[config.mk]
export PLATFORM = sky130hd
export DESIGN_NAME = llr_unit
export DESIGN_NICKNAME = d
export VERILOG_FILES = /design/src/rtl/llr_pkg.sv /design/src/rtl/llr_branch_sum.sv /design/src/rtl/llr_max_stage.sv /design/src/rtl/llr_ext_sat.sv /design/src/rtl/llr_unit.sv
export SDC_FILE = /design/constraint.sdc
export NUM_CORES = 1
export LEC_CHECK = 0
export BUFFER_PORTS_ARGS = -buffer_cell sky130_fd_sc_hd__buf_2
export CAP_MARGIN = 15
export CORE_MARGIN = 8
export CORE_UTILIZATION = 60
export DETAILED_ROUTE_END_ITERATION = 6
export PLACE_DENSITY = 0.8
export SLEW_MARGIN = 20
export SYNTH_ARGS = -nofsm -noshare
export SYNTH_HDL_FRONTEND = slang
export SYNTH_SLANG_ARGS = --single-unit
[constraint.sdc]
create_clock -name clk -period 5.04 [get_ports clk]
set_clock_uncertainty 0.05 [all_clocks]
set_input_delay 0.504 -clock clk [delete_from_list [all_inputs] [get_ports clk]]
set_output_delay 0.504 -clock clk [all_outputs]
set_load 0.1 [all_outputs]
[src/rtl/llr_pkg.sv]
package llr_pkg;

  localparam int NSTATE = 8;
  localparam int NLABEL = 4;

  // feedback bit of the recursive encoder for state {d1,d2,d3} and input u
  function automatic logic trel_fb(input logic [2:0] s, input logic u);
    return u ^ s[1] ^ s[0];
  endfunction

  function automatic logic trel_par(input logic [2:0] s, input logic u);
    return trel_fb(s, u) ^ s[2] ^ s[0];
  endfunction

  function automatic logic [2:0] trel_next(input logic [2:0] s, input logic u);
    return {trel_fb(s, u), s[2], s[1]};
  endfunction

endpackage

[src/rtl/llr_branch_sum.sv]
module llr_branch_sum
  import llr_pkg::*;
#(
  parameter int W  = 10,
  parameter int XW = 16,
  localparam int SW = W + 2
) (
  input  logic                 clk,
  input  logic                 rst_n,
  input  logic                 en_i,
  input  logic [NSTATE*W-1:0]  alpha_i,
  input  logic [NSTATE*W-1:0]  beta_i,
  input  logic [NLABEL*W-1:0]  gamma_i,
  input  logic [XW-1:0]        side_i,
  output logic                 v_o,
  output logic [NSTATE*SW-1:0] sum1_o,
  output logic [NSTATE*SW-1:0] sum0_o,
  output logic [XW-1:0]        side_o
);

  logic [NSTATE*SW-1:0] sum1_d, sum0_d;
  logic [NSTATE*SW-1:0] sum1_q, sum0_q;
  logic [XW-1:0]        side_q;
  logic                 v_q;

  // next-state: one path sum per (state, hypothesis)
  always_comb begin
    sum1_d = '0;
    sum0_d = '0;
    for (int s = 0; s < NSTATE; s++) begin
      for (int u = 0; u < 2; u++) begin
        logic [2:0]           ns;
        logic [1:0]           gl;
        logic signed [SW-1:0] a_x, b_x, g_x, t_x;
        ns  = trel_next(3'(s), 1'(u));
        gl  = {1'(u), trel_par(3'(s), 1'(u))};
        a_x = SW'($signed(alpha_i[s*W +: W]));
        b_x = SW'($signed(beta_i[ns*W +: W]));
        g_x = SW'($signed(gamma_i[gl*W +: W]));
        t_x = a_x + g_x + b_x;
        if (u == 1) sum1_d[s*SW +: SW] = t_x;
        else        sum0_d[s*SW +: SW] = t_x;
      end
    end
  end

  always_ff @(posedge clk or negedge rst_n) begin
    if (!rst_n) v_q <= 1'b0;
    else        v_q <= en_i;
  end

  always_ff @(posedge clk) begin
    if (en_i) begin
      sum1_q <= sum1_d;
      sum0_q <= sum0_d;
      side_q <= side_i;
    end
  end

  assign v_o    = v_q;
  assign sum1_o = sum1_q;
  assign sum0_o = sum0_q;
  assign side_o = side_q;

endmodule

[src/rtl/llr_max_stage.sv]
module llr_max_stage #(
  parameter int SW = 12,
  parameter int NI = 8,
  parameter int XW = 16,
  localparam int NO = NI / 2
) (
  input  logic             clk,
  input  logic             rst_n,
  input  logic             v_i,
  input  logic [NI*SW-1:0] d1_i,
  input  logic [NI*SW-1:0] d0_i,
  input  logic [XW-1:0]    side_i,
  output logic             v_o,
  output logic [NO*SW-1:0] q1_o,
  output logic [NO*SW-1:0] q0_o,
  output logic [XW-1:0]    side_o
);

  logic [NO*SW-1:0] q1_d, q0_d, q1_q, q0_q;
  logic [XW-1:0]    side_q;
  logic             v_q;

  // one compare-select per pair, both hypotheses side by side
  for (genvar p = 0; p < NO; p++) begin : g_pair
    logic signed [SW-1:0] a1, b1, a0, b0;
    assign a1 = $signed(d1_i[(2*p)*SW +: SW]);
    assign b1 = $signed(d1_i[(2*p+1)*SW +: SW]);
    assign a0 = $signed(d0_i[(2*p)*SW +: SW]);
    assign b0 = $signed(d0_i[(2*p+1)*SW +: SW]);
    always_comb begin
      q1_d[p*SW +: SW] = (b1 > a1) ? b1 : a1;
      q0_d[p*SW +: SW] = (b0 > a0) ? b0 : a0;
    end
  end

  always_ff @(posedge clk or negedge rst_n) begin
    if (!rst_n) v_q <= 1'b0;
    else        v_q <= v_i;
  end

  always_ff @(posedge clk) begin
    if (v_i) begin
      q1_q   <= q1_d;
      q0_q   <= q0_d;
      side_q <= side_i;
    end
  end

  assign v_o    = v_q;
  assign q1_o   = q1_q;
  assign q0_o   = q0_q;
  assign side_o = side_q;

endmodule

[src/rtl/llr_ext_sat.sv]
module llr_ext_sat #(
  parameter int LW = 13,
  parameter int CW = 8,
  parameter int EW = 8,
  localparam int RW = LW + 2
) (
  input  logic [LW-1:0] llr_i,
  input  logic [CW-1:0] sys_i,
  input  logic [CW-1:0] apr_i,
  output logic          hard_o,
  output logic [EW-1:0] ext_o
);

  localparam logic signed [RW-1:0] EHI = RW'((64'sd1 <<< (EW - 1)) - 64'sd1);
  localparam logic signed [RW-1:0] ELO = -EHI - RW'(1);

  logic signed [RW-1:0] raw;

  always_comb begin
    raw    = RW'($signed(llr_i)) - RW'($signed(sys_i)) - RW'($signed(apr_i));
    hard_o = ($signed(llr_i) > $signed(LW'(0)));
    if (raw > EHI)      ext_o = EHI[EW-1:0];
    else if (raw < ELO) ext_o = ELO[EW-1:0];
    else                ext_o = raw[EW-1:0];
  end

endmodule

[src/rtl/llr_unit.sv]
module llr_unit
  import llr_pkg::*;
#(
  parameter int W  = 10,
  parameter int CW = 8,
  parameter int EW = 8,
  localparam int SW   = W + 2,
  localparam int LW   = W + 3,
  localparam int XW   = 2 * CW,
  localparam int NLVL = $clog2(NSTATE)
) (
  input  logic                clk,
  input  logic                rst_n,
  input  logic                in_valid,
  input  logic [NSTATE*W-1:0] alpha_i,
  input  logic [NSTATE*W-1:0] beta_i,
  input  logic [NLABEL*W-1:0] gamma_i,
  input  logic [CW-1:0]       sys_i,
  input  logic [CW-1:0]       apr_i,
  output logic                out_valid,
  output logic [LW-1:0]       llr_o,
  output logic                hard_o,
  output logic [EW-1:0]       ext_o
);

  // reset: asserted asynchronously, released on the clock
  logic [1:0] rs_q;
  logic       rst_int_n;

  always_ff @(posedge clk or negedge rst_n) begin
    if (!rst_n) rs_q <= 2'b00;
    else        rs_q <= {rs_q[0], 1'b1};
  end
  assign rst_int_n = rs_q[1];

  // stage 1: path sums
  logic                 s1_v;
  logic [NSTATE*SW-1:0] s1_sum1, s1_sum0;
  logic [XW-1:0]        s1_side;

  llr_branch_sum #(.W(W), .XW(XW)) i_sum (
    .clk     (clk),
    .rst_n   (rst_int_n),
    .en_i    (in_valid),
    .alpha_i (alpha_i),
    .beta_i  (beta_i),
    .gamma_i (gamma_i),
    .side_i  ({sys_i, apr_i}),
    .v_o     (s1_v),
    .sum1_o  (s1_sum1),
    .sum0_o  (s1_sum0),
    .side_o  (s1_side)
  );

  // stages 2..4: registered compare-select levels
  for (genvar k = 0; k < NLVL; k++) begin : g_lvl
    localparam int NI = NSTATE >> k;
    localparam int NO = NI / 2;
    logic [NI*SW-1:0] d1, d0;
    logic [NO*SW-1:0] q1, q0;
    logic [XW-1:0]    si, so;
    logic             vi, vo;

    if (k == 0) begin : g_head
      assign d1 = s1_sum1;
      assign d0 = s1_sum0;
      assign si = s1_side;
      assign vi = s1_v;
    end else begin : g_link
      assign d1 = g_lvl[k-1].q1;
      assign d0 = g_lvl[k-1].q0;
      assign si = g_lvl[k-1].so;
      assign vi = g_lvl[k-1].vo;
    end

    llr_max_stage #(.SW(SW), .NI(NI), .XW(XW)) i_cs (
      .clk    (clk),
      .rst_n  (rst_int_n),
      .v_i    (vi),
      .d1_i   (d1),
      .d0_i   (d0),
      .side_i (si),
      .v_o    (vo),
      .q1_o   (q1),
      .q0_o   (q0),
      .side_o (so)
    );
  end

  logic signed [SW-1:0] win1, win0;
  logic [XW-1:0]        fin_side;

  assign win1     = $signed(g_lvl[NLVL-1].q1);
  assign win0     = $signed(g_lvl[NLVL-1].q0);
  assign fin_side = g_lvl[NLVL-1].so;

  assign out_valid = g_lvl[NLVL-1].vo;
  assign llr_o     = LW'(win1) - LW'(win0);

  llr_ext_sat #(.LW(LW), .CW(CW), .EW(EW)) i_ext (
    .llr_i  (llr_o),
    .sys_i  (fin_side[XW-1 -: CW]),
    .apr_i  (fin_side[CW-1:0]),
    .hard_o (hard_o),
    .ext_o  (ext_o)
  );

endmodule

# Yosys cells after proc, flatten, opt, wreduce, memory -nomap -nowiden
# Index checks and enable logic that the tools add are counted.
# word_totals
ff_bits,430
input_bits,219
out_inout_bits,23
word_cells,85
# classes
magnitude_cmp,17
add_sub_neg,35
muxes,16
# ops
cell,n
adder 11 x 10 -> 12 bit,16
adder 10 x 10 -> 11 bit,16
> comparator 12 bit,14
2-to-1 mux 12 bit,14
2-to-1 mux 8 bit,2
> comparator 15 x 8 -> 1 bit (second input constant),1
< comparator 15 x 8 -> 1 bit (second input constant),1
subtractor 14 x 8 -> 15 bit,1
subtractor 13 x 8 -> 14 bit,1
> comparator 13 x 1 -> 1 bit (second input constant),1
subtractor 12 x 12 -> 13 bit,1

# Depth between registers and ports, before layout
# depth
depth_word,6
mapped_depth,20
ltp_nobuf,19

# Cells and area by module
# From an unflattened synthesis, not the netlist that was laid out.
# hier_totals
hier_cells,3138
hier_area_um2,34780.9
# by_module_without_submodules
module,cells_each,n_inst,area_each_um2,seq_area_each_um2
llr_branch_sum,1316,1,16385.7,6271.0
llr_max_stage at g_lvl[0].i_cs,865,1,9016.1,3388.2
llr_max_stage at g_lvl[1].i_cs,470,1,4669.5,1946.9
llr_max_stage at g_lvl[2].i_cs,221,1,2539.9,1226.2
llr_ext_sat,169,1,1437.6,0.0
llr_unit,97,1,732.0,50.0

# Worst setup path before layout
# OpenSTA, ideal clock, no wires.
# synth_timing
path_type,reg-to-output
startpoint,register g_lvl[2].i_cs.q0_q[0]
endpoint,output port ext_o[2]
path_slack_ns,-1.934
path_stages_with_launch,15
arrival_time_ns,6.420
path_cell_list,edfxtp_1 ha_1 fa_1 nand2b_1 a21oi_1 xor2_1 fa_1 ha_1 nand2_1 a211o_1 o21ai_2 o41ai_4 xnor2_1 a41oi_1 o21ai_1
# synth_between
elab_chain_len,6
word_cells_on_any_way,7
classes_between,add/sub: 3; order compare: 2; mux: 2
# synth_rtl
item,line,source
start: declaration,llr_max_stage.sv:19,"logic [NO*SW-1:0] q1_d, q0_d, q1_q, q0_q;"
start signal: assignment,llr_max_stage.sv:44,q0_q <= q0_d;
subtractor 12 x 12 -> 13 bit (*),llr_unit.sv:98,assign llr_o = LW'(win1) - LW'(win0);
net llr_o[4],llr_unit.sv:21,"output logic [LW-1:0] llr_o,"
subtractor 13 x 8 -> 14 bit (*),llr_ext_sat.sv:20,raw = RW'($signed(llr_i)) - RW'($signed(sys_i)) - RW'($signed(apr_i));
subtractor 14 x 8 -> 15 bit (*),llr_ext_sat.sv:20,
< comparator 15 x 8 -> 1 bit,llr_ext_sat.sv:23,else if (raw < ELO) ext_o = ELO[EW-1:0];
2-to-1 mux 8 bit,llr_ext_sat.sv:23,
2-to-1 mux 8 bit (*),llr_ext_sat.sv:22,if (raw > EHI) ext_o = EHI[EW-1:0];
end: declaration,llr_unit.sv:23,output logic [EW-1:0] ext_o
# Mark *: on every way through the listed nets, which the timed path passes. The rest lies on a longest branch.

# Final worst setup path
# layout_timing
startpoint,register g_lvl[2].i_cs.q1_q[2]
endpoint,output port ext_o[2]
# layout_between
elab_chain_len,6
word_cells_on_any_way,7
classes_between,add/sub: 3; order compare: 2; mux: 2
# layout_rtl
item,line,source
start: declaration,llr_max_stage.sv:19,
start signal: assignment,llr_max_stage.sv:43,q1_q <= q1_d;
subtractor 12 x 12 -> 13 bit (*),llr_unit.sv:98,
subtractor 13 x 8 -> 14 bit (*),llr_ext_sat.sv:20,
subtractor 14 x 8 -> 15 bit (*),llr_ext_sat.sv:20,
< comparator 15 x 8 -> 1 bit,llr_ext_sat.sv:23,
2-to-1 mux 8 bit,llr_ext_sat.sv:23,
2-to-1 mux 8 bit (*),llr_ext_sat.sv:22,
# Mark *: on every way between the ends. The rest lies on a longest branch, timed or not.

==> summary.txt <==
Run status
  – Status: complete, but fails checks
  – Failing checks: negative setup slack

Global routing
  – Initial antenna violation count: 0
  – Total GRT Usage: between 20 and 30%
  – Vias in the first global route: around 22,000
  – Largest net degree at the start of global routing: approximately 110
  – Grt ovf: 0
  – First-pass GRT wire length: approximately 120,000 um

Logic synthesis
  – Yosys warns: 0
  – Mapped Area: about 0.031 mm^2
  – Syn avg cell area: between 10 and 15 um^2
  – Number of synthesized flops with an enable pin: 424
  – Synth area leaders: edfxtp_1 (41%), ha_1 (14%), fa_1 (12%)
  – Synth top area share: roughly two fifths
  – Register bit count reported by yosys: 430
  – Cell with the most instances after synthesis: edfxtp_1
  – Synth async-reset ratio: 1.40%
  – Top cells by count, synth: edfxtp_1 (424), inv_1 (391), ha_1 (354)
  – Synth Flop Type: edfxtp_1
  – Synthesized net count: between 3,000 and 4,000
  – Seq/Total Area, Yosys: 41.7%
  – Cell variety after synth: 63
  – Syn Inst Count: 2,627
  – Largest area contributor in the netlist: edfxtp_1

Worst hold path
  – Hold/Removal Path Class: flop to async pin

Finish
  – N_diodes: 0
  – Layout cells sized above 1: approximately a fifth
  – Nets@finish: 3,685
  – Area Overhead vs Synth: 14.1%

Worst setup path
  – Reg2reg start: i_sum.sum0_o[85]
  – R2R Setup Slk: ~2000 ps
  – RR Endpoint: g_lvl[0].i_cs.q0_o[44]
  – FF-to-FF path depth: 9
  – Critical Path Fanout Max: 7
  – Crit path capture type: output pin
  – CP Class: flop to output pin
  – CP Data Arrival Time: slightly above 5000 ps
  – Required @ worst endpoint: between 4000 and 5000 ps
  – CP startpoint kind: flop

Floorplanning
  – I/O pin count: around 240
  – Starting Density: 60.5%
  – Die ar.: between 0.05 and 0.06 mm^2
  – Die span in y: approximately 240 um
  – Core ar.: around 0.051 mm^2
  – Die width: between 200 and 250 um
  – Row cnt: 83

Routing
  – Drt first pass iters: 7
  – Drt initial violations: between 1,500 and 2,000
  – Routed vias/inst: about 5.8
  – DRC Markers: 0
  – DR vias: 21,200
  – Drt wl/cell: 21.2 um
  – WL final: approximately 77,000 um
  – Routed Antenna Nets: 0

Timing
  – Final period util: 112%
  – Actual slew at the worst max-slew pin: 1060 ps
  – RSZ-0062 raised after global routing: yes
  – Normalized max-slew margin: 29.3%
  – Final setup violation count: 8
  – Final WS setup: -590 ps
  – Final Hold Fails: 0
  – Pins Over Slew Limit: 0
  – Post-route minimum period: between 5000 and 6000 ps
  – Max Freq: 178 MHz

Clock tree
  – TritonCTS clock tree: built
  – CTS Buf Count: 47
  – H-Tree Depth: 2
  – Sink Count: 430
  – Clk root buf: clkbuf_16
  – Clk buf depth: 3
  – Worst-path clk slew: roughly 60 ps
  – Clock latency at the later pin of the worst-skew pair: approximately 580 ps

Place
  – Gpl congestion: approximately 0.93
  – Port Buffers: approximately 240
  – Pre-CTS setup slack: -116 ps
  – DP HPWL: 62,800 um

Run
  – # Max-Cap Violations: 0
[flip-flops by register name, indices dropped and copies added, names as in the netlist]
register           cells
i_sum.sum0_o          96
i_sum.sum1_o          96
g_lvl.i_cs.q0_o       84
g_lvl.i_cs.q1_o       84
g_lvl.i_cs.side_o     48
i_sum.side_o          16
g_lvl.i_cs.v_o         3
rs_q                   2
i_sum.v_o              1
[per-stage QoR]
| step | std cells | TNS [ps] | utilization, % | hold slack (ps) | instance area, um^2 |
|---|---|---|---|---|---|
| finish | 3638 | -4340 | 69.0 | 7.91 | 35300 |
| global route | 3638 | -6020 | 69.0 | 23.6 | 35300 |
| CTS | 3638 | -4710 | 68.8 | 13.9 | 35200 |
| detailed placement | 3549 | -727 | 65.5 | 8.26 | 33500 |
| global placement | 3549 | -36.6 | 65.5 | 10.0 | 33500 |
| floorplan | 2627 | -5420 | - | -9.71 | 31100 |
[kinds of logic (layout without fill, tap and decap cells)]
| group | count (synthesis) | in the layout | synth area share, % |
|---|---|---|---|
| muxes | 157 | 157 | 5.71 |
| adders and majority gates | 544 | 544 | 26.6 |
| other | 1 | 1 | 0.0121 |
| DFF | 430 | 430 | 41.7 |
| xor gates and xnor gates | 113 | 113 | 3.20 |
| and+or+nand+nor | 486 | 486 | 7.86 |
| AOI/OAI and AO/OA | 475 | 475 | 9.73 |
| buffers and inverters | 421 | 752 | 5.18 |
[cells in the final DEF (no fill, tap or decap), types with 6 or more instances in the layout]
cell type	count
ha_1	346
nand2b_1	23
a21boi_0	17
o21ai_4	8
o2111ai_1	13
o311ai_0	10
o21ai_0	129
o31ai_1	12
buf_2	232
a211oi_1	7
buf_12	11
xnor2_1	67
clkinv_1	6
fa_1	188
clkinvlp_4	6
a2111oi_0	9
clkbuf_16	49
clkbuf_1	9
nand2_1	94
a21oi_1	132
a21o_1	49
a31oi_1	10
a22o_1	14
inv_1	386
edfxtp_1	424
and3_1	25
buf_4	31
nor2b_1	51
o211ai_1	14
nand4_1	47
o21a_1	6
nand3_1	52
bufinv_16	7
nor2_1	105
nor3_1	53
xor2_1	39
or4_1	9
clkinv_2	9
mux2_2	156
[critical path: stages (launching register included)]
cell and delay [ps]:
edfxtp_1 430, ha_4 200, nor2_1 140, a21oi_1 90, o41a_1 360, a41o_1 240, o22ai_2 130, xor2_1 300
clkinvlp_4 170, fa_2 560, ha_4 230, and3_4 200, or4b_4 510, a2bb2oi_2 160, nor2_2 60, o41ai_4 280
buf_12 200, o21ai_4 70, buf_12 170
[metal layers]
layer | vias up | GRT usage (%) | wire (um)
met4 | 0 | 8.06 | 2220
met5 | - | 0 | 0
met3 | 132 | 3.69 | 4130
met2 | 604 | 44.8 | 38600
met1 | 10500 | 33.4 | 32100
li1 | 10000 | - | -
[area by class of cell]
class	instances	area, um^2
Multi-Input combinational cell	1776	16800
Sequential cell	430	12900
Tap cell	680	851
Fill cell	3685	15800
Clock buffer	58	1260
Clock inverter	27	319
Inverter	391	1480
Timing Repair Buffer	276	1640
[repair_timing]
item,CTS,global route
gates resized for setup,16,14
setup endpoints to repair,8,8
pin swaps,15,6
hold endpoints to repair,2,0
buffers inserted,3,0
hold buffers,1,0
[how the worst max path moves through the flow]
stage                                from  depth (start not counted)        to  slack, ps
finish              g_lvl[2].i_cs.q1_o[2]                         18  ext_o[2]       -590
global route        g_lvl[2].i_cs.q0_o[1]                         20  ext_o[2]       -800
CTS                 g_lvl[2].i_cs.q1_o[0]                         21  ext_o[4]       -640
detailed placement  g_lvl[2].i_cs.q0_o[0]                         17  ext_o[3]       -120
global placement    g_lvl[2].i_cs.q0_o[0]                         19  ext_o[4]        -10
floorplan           g_lvl[2].i_cs.q0_o[1]                         17  ext_o[0]       -770
Power is not shown: default switching activity piles up to over one toggle a cycle in this logic, so the estimate is an artifact.
